**src/rtl/acc_chk_pkg.sv**
```systemverilog
package acc_chk_pkg;
  typedef enum logic [1:0] {
    ACC_RD  = 2'b00,
    ACC_WR  = 2'b01,
    ACC_FX  = 2'b10,
    ACC_RSV = 2'b11
  } acc_e;

  localparam int ERR_W  = 6;
  localparam int EB_P   = 0;
  localparam int EB_W   = 1;
  localparam int EB_U   = 2;
  localparam int EB_RSV = 3;
  localparam int EB_ID  = 4;
  localparam int EB_PK  = 5;

  typedef struct packed {
    logic r;
    logic w;
    logic x;
  } rwx_t;
endpackage

```
**src/rtl/acc_fault_encode.sv**
```systemverilog
module acc_fault_encode
  import acc_chk_pkg::*;
(
  input  logic [1:0]       acc_type_i,
  input  logic             user_mode_i,
  input  rwx_t             base_i,
  input  rwx_t             pk_i,
  input  logic             user_flt_i,
  input  logic             rsvd_i,
  input  logic             nxe_i,
  input  logic             pae_i,
  input  logic             xprot_i,
  input  logic             pg_dirty_i,
  output logic             fault_o,
  output logic [ERR_W-1:0] err_o,
  output rwx_t             grant_o,
  output logic             dirty_upd_o
);
  rwx_t fin;
  logic is_wr, is_fx, fin_req, pk_req, pk_flt;

  assign fin.r = base_i.r & pk_i.r;
  assign fin.w = base_i.w & pk_i.w;
  assign fin.x = base_i.x & pk_i.x;

  assign is_wr = (acc_type_i == ACC_WR);
  assign is_fx = (acc_type_i == ACC_FX);

  always_comb begin
    unique case (acc_type_i)
      ACC_WR:  begin fin_req = fin.w; pk_req = pk_i.w; end
      ACC_FX:  begin fin_req = fin.x; pk_req = pk_i.x; end
      default: begin fin_req = fin.r; pk_req = pk_i.r; end
    endcase
  end

  // priority: reserved bits, user bit, key rights, plain rights
  assign pk_flt  = !rsvd_i && !user_flt_i && !pk_req;
  assign fault_o = rsvd_i || user_flt_i || !fin_req;

  always_comb begin
    err_o = '0;
    if (fault_o) begin
      err_o[EB_P]   = 1'b1;
      err_o[EB_W]   = is_wr;
      err_o[EB_U]   = user_mode_i;
      err_o[EB_RSV] = rsvd_i;
      err_o[EB_ID]  = is_fx && ((nxe_i && pae_i) || xprot_i);
      err_o[EB_PK]  = pk_flt;
    end
  end

  assign grant_o.r   = !fault_o && fin.r;
  assign grant_o.w   = !fault_o && fin.w && (pg_dirty_i || is_wr);
  assign grant_o.x   = !fault_o && fin.x;
  assign dirty_upd_o = !fault_o && is_wr && !pg_dirty_i;
endmodule

```
**config.mk**
```make
export PLATFORM = sky130hd
export DESIGN_NAME = acc_fault_encode
export DESIGN_NICKNAME = d
export VERILOG_FILES = /design/src/rtl/acc_chk_pkg.sv /design/src/rtl/acc_fault_encode.sv
export SDC_FILE = /design/constraint.sdc
export NUM_CORES = 1
export LEC_CHECK = 0
export ABC_AREA = 1
export BUFFER_PORTS_ARGS = -buffer_cell sky130_fd_sc_hd__buf_2
export CAP_MARGIN = 20
export CORE_AREA = 5 5 42 44
export DETAILED_ROUTE_END_ITERATION = 8
export DIE_AREA = 0 0 47 49
export SLEW_MARGIN = 20
export SYNTH_ARGS = -nofsm -noshare
export SYNTH_HDL_FRONTEND = slang
export SYNTH_SLANG_ARGS = --single-unit
```
**constraint.sdc**
```tcl
create_clock -name vclk -period 1.35
set_clock_uncertainty 0.1 [all_clocks]
set_input_delay 0.135 -clock vclk [all_inputs]
set_output_delay 0.135 -clock vclk [all_outputs]
set_load 0.05 [all_outputs]
```
==> summary.md <==
| Metric | Value |
|---|---|
| Status | complete, no violations |
| Total global-route track usage | 5.68% |
| Pwr Density | 361 nW/um2 |
| Worst-case hold path end point | err_o[3] |
| Starting Density | 15.5% |
| Antenna viol nets, final | 0 |
| Area Overhead vs Synth | 170% |
| Worst-Margin Slew | 0.406 ns |
| I/O pin count | 26 |
| Initial antenna violation count | 0 |
| CP Max Fanout | 6 |
| IO Port Bufs | 26 |
| CP Cell Sequence | buf_8 -> inv_4 -> ha_4 -> nand3b_4 -> nand2_8 -> nor2_4 -> buf_6 |
| Yosys top cell area share | 17.2% |
| Gr busiest metal | met2 |
| RePlAce Congestion | 0.672 |
| Worst min path class | in -> out |
| Seq/Total Area, Yosys | 0% |
| Commonest cells after routing, fill and taps aside | 15 x buf_2, 9 x buf_6, 7 x nand2_1 |
| GRT met3 Usage | 0% |
| Setup-failing EPs final | 0 |
| Seq cells | 0 |
| Class of the most critical setup path | in -> out |
| Grt ovf | 0 |
| Met2 Usage GRT | 9.73% |
| Post-route cell area | 588 um2 |
| Most common cell after layout, fill and taps aside | buf_2 |
| Core area | 1400 um2 |
| Routed WL | 730 um |
| Top post-synthesis cells by area | ha_1 17%, nand2_1 16%, nor2_1 10% |
| Largest net degree at the start of global routing | 7 |
| Share of cells above drive strength 1 | 78.5% |
| Worst slack, placed | -0.128 ns |
| PnR worst setup slack | 0.0160 ns |
| Slowest stage cell, crit path | ha_4 |
| Vias in the first global route | 266 |
| CP endpoint kind | output port |
| Synth Area per Inst | 5.88 um2 |
| Leak Pwr | 0.263 nW |
| Crit share post-route | 98.8% |
| Worst Path Arrival | 1.10 ns |
| Post-Place Cell Area | 452 um2 |
| DRC errors left | 0 |
| Postcts setup bufs | 0 |
| First-pass GRT wire length | 1060 um |
| CP max stage delay | 0.27 ns |
| Drt initial violations | 1 |
| Clkbuf count | 0 |
| Mapped Cells | 37 |
| Hold path depth | 2 |
| Required @ worst endpoint | 1.12 ns |
| Crit path buffers/inverters | 3 |
| Pre-Repair DR Iteration Count | 2 |
| Fillers | 146 |
| Post-synthesis net count | 55 |
| Min Clock Period, post-route | 1.33 ns |
| Slew Viols, Final | 0 |
| Yosys top cell by area | ha_1 |
| Relative slew slack | 72.6% |
| Max Cap Violations | 0 |
| Worst Min Path Start | rsvd_i |
| CP delay by family, top | simple AND/OR/NAND/NOR gates |
| Synthesis Warnings | 0 |
| Max rail drop VDD | 0.000144 V |
| Antenna fix cells | 0 |
| WL per Instance | 9.01 um |
| GR Util met1 | 8.26% |
| Total power | 0.000212 W |
| Unrepaired setup endpoints after global routing | yes |
| Die area | 2300 um2 |
| Worst Setup Start Kind | input port |
| Die width | 47 um |
| Synth cell types | 14 |
| Die height | 49 um |
| Fmax | 0.750 GHz |
| Fin. Hold Viols | 0 |
| Nets | 85 |
| Hold_buf cts | 0 |
| Vias/cell | 4.00 |
| Core Rows | 14 |
| HPWL Detailed | 654 um |
| Routed via count | 324 |
| Storage cell area | 0 um2 |
| Syn Std Cell Area | 218 um2 |
[worst max path at each step]
stage / start / end / slack, ns / cells past startpoint
after CTS: acc_type_i[0] / dirty_upd_o / 0.007 / 7
final: acc_type_i[0] / grant_o[0] / 0.02 / 7
after global placement: acc_type_i[0] / grant_o[0] / -0.12 / 9
after global routing: acc_type_i[0] / grant_o[0] / -0.03 / 7
after floorplan: acc_type_i[0] / err_o[1] / -0.007 / 4
after detailed placement: acc_type_i[0] / grant_o[0] / -0.13 / 9
[cell usage after synthesis]
cell / number
ha_1: 3
a21oi_1: 4
inv_2: 1
clkbuf_1: 1
nand3b_4: 1
inv_1: 5
nand2_4: 1
buf_4: 1
or2_2: 1
nand3_2: 2
nand2_1: 9
o21ai_0: 1
nor2_1: 6
o211ai_1: 1
[final cells by class]
| type | instances | area, um2 | share of cell area [%] |
|---|---|---|---|
| Inverter | 6 | 30.0 | 5.11 |
| Tap cell | 16 | 20.0 | 3.40 |
| Timing Repair Buffer | 30 | 244 | 41.5 |
| Multi-Input combinational cell | 29 | 294 | 50.0 |
[layer usage]
metal | wire length [um] | up-vias
li1 | - | 172
met1 | 278 | 136
met2 | 372 | 16
met3 | 79 | 0
met4 | 0 | 0
met5 | 0 | -
[power by group]
group	total, W	internal (W)	switching, W
clock	0	0	0
combinational	0.000212	0.0000863	0.000126
sequential	0	0	0
[through the flow]
step	hold WS (ns)	util, %	TNS, ns	instances
after floorplan	0.318	-	-0.0205	37
after detailed placement	0.475	32.2	-1.00	81
after global placement	0.473	32.2	-0.916	81
after global routing	0.482	42.0	-0.0748	81
after CTS	0.476	36.8	0	81
final	0.475	42.0	0	81
[cells by family after synthesis]
family	count (synthesis)	synth area share, %
AND/OR/NAND/NOR	20	52.3
buffers and inverters	8	15.5
AO/OA/AOI/OAI	6	14.9
adder cells (fa/ha/maj)	3	17.2
[timing repair]
item	4_1_cts	5_1_grt
resized for setup	22	16
endpoints found under the setup margin	9	9
pin swaps	4	7
Power figures use the tool's default switching activity.
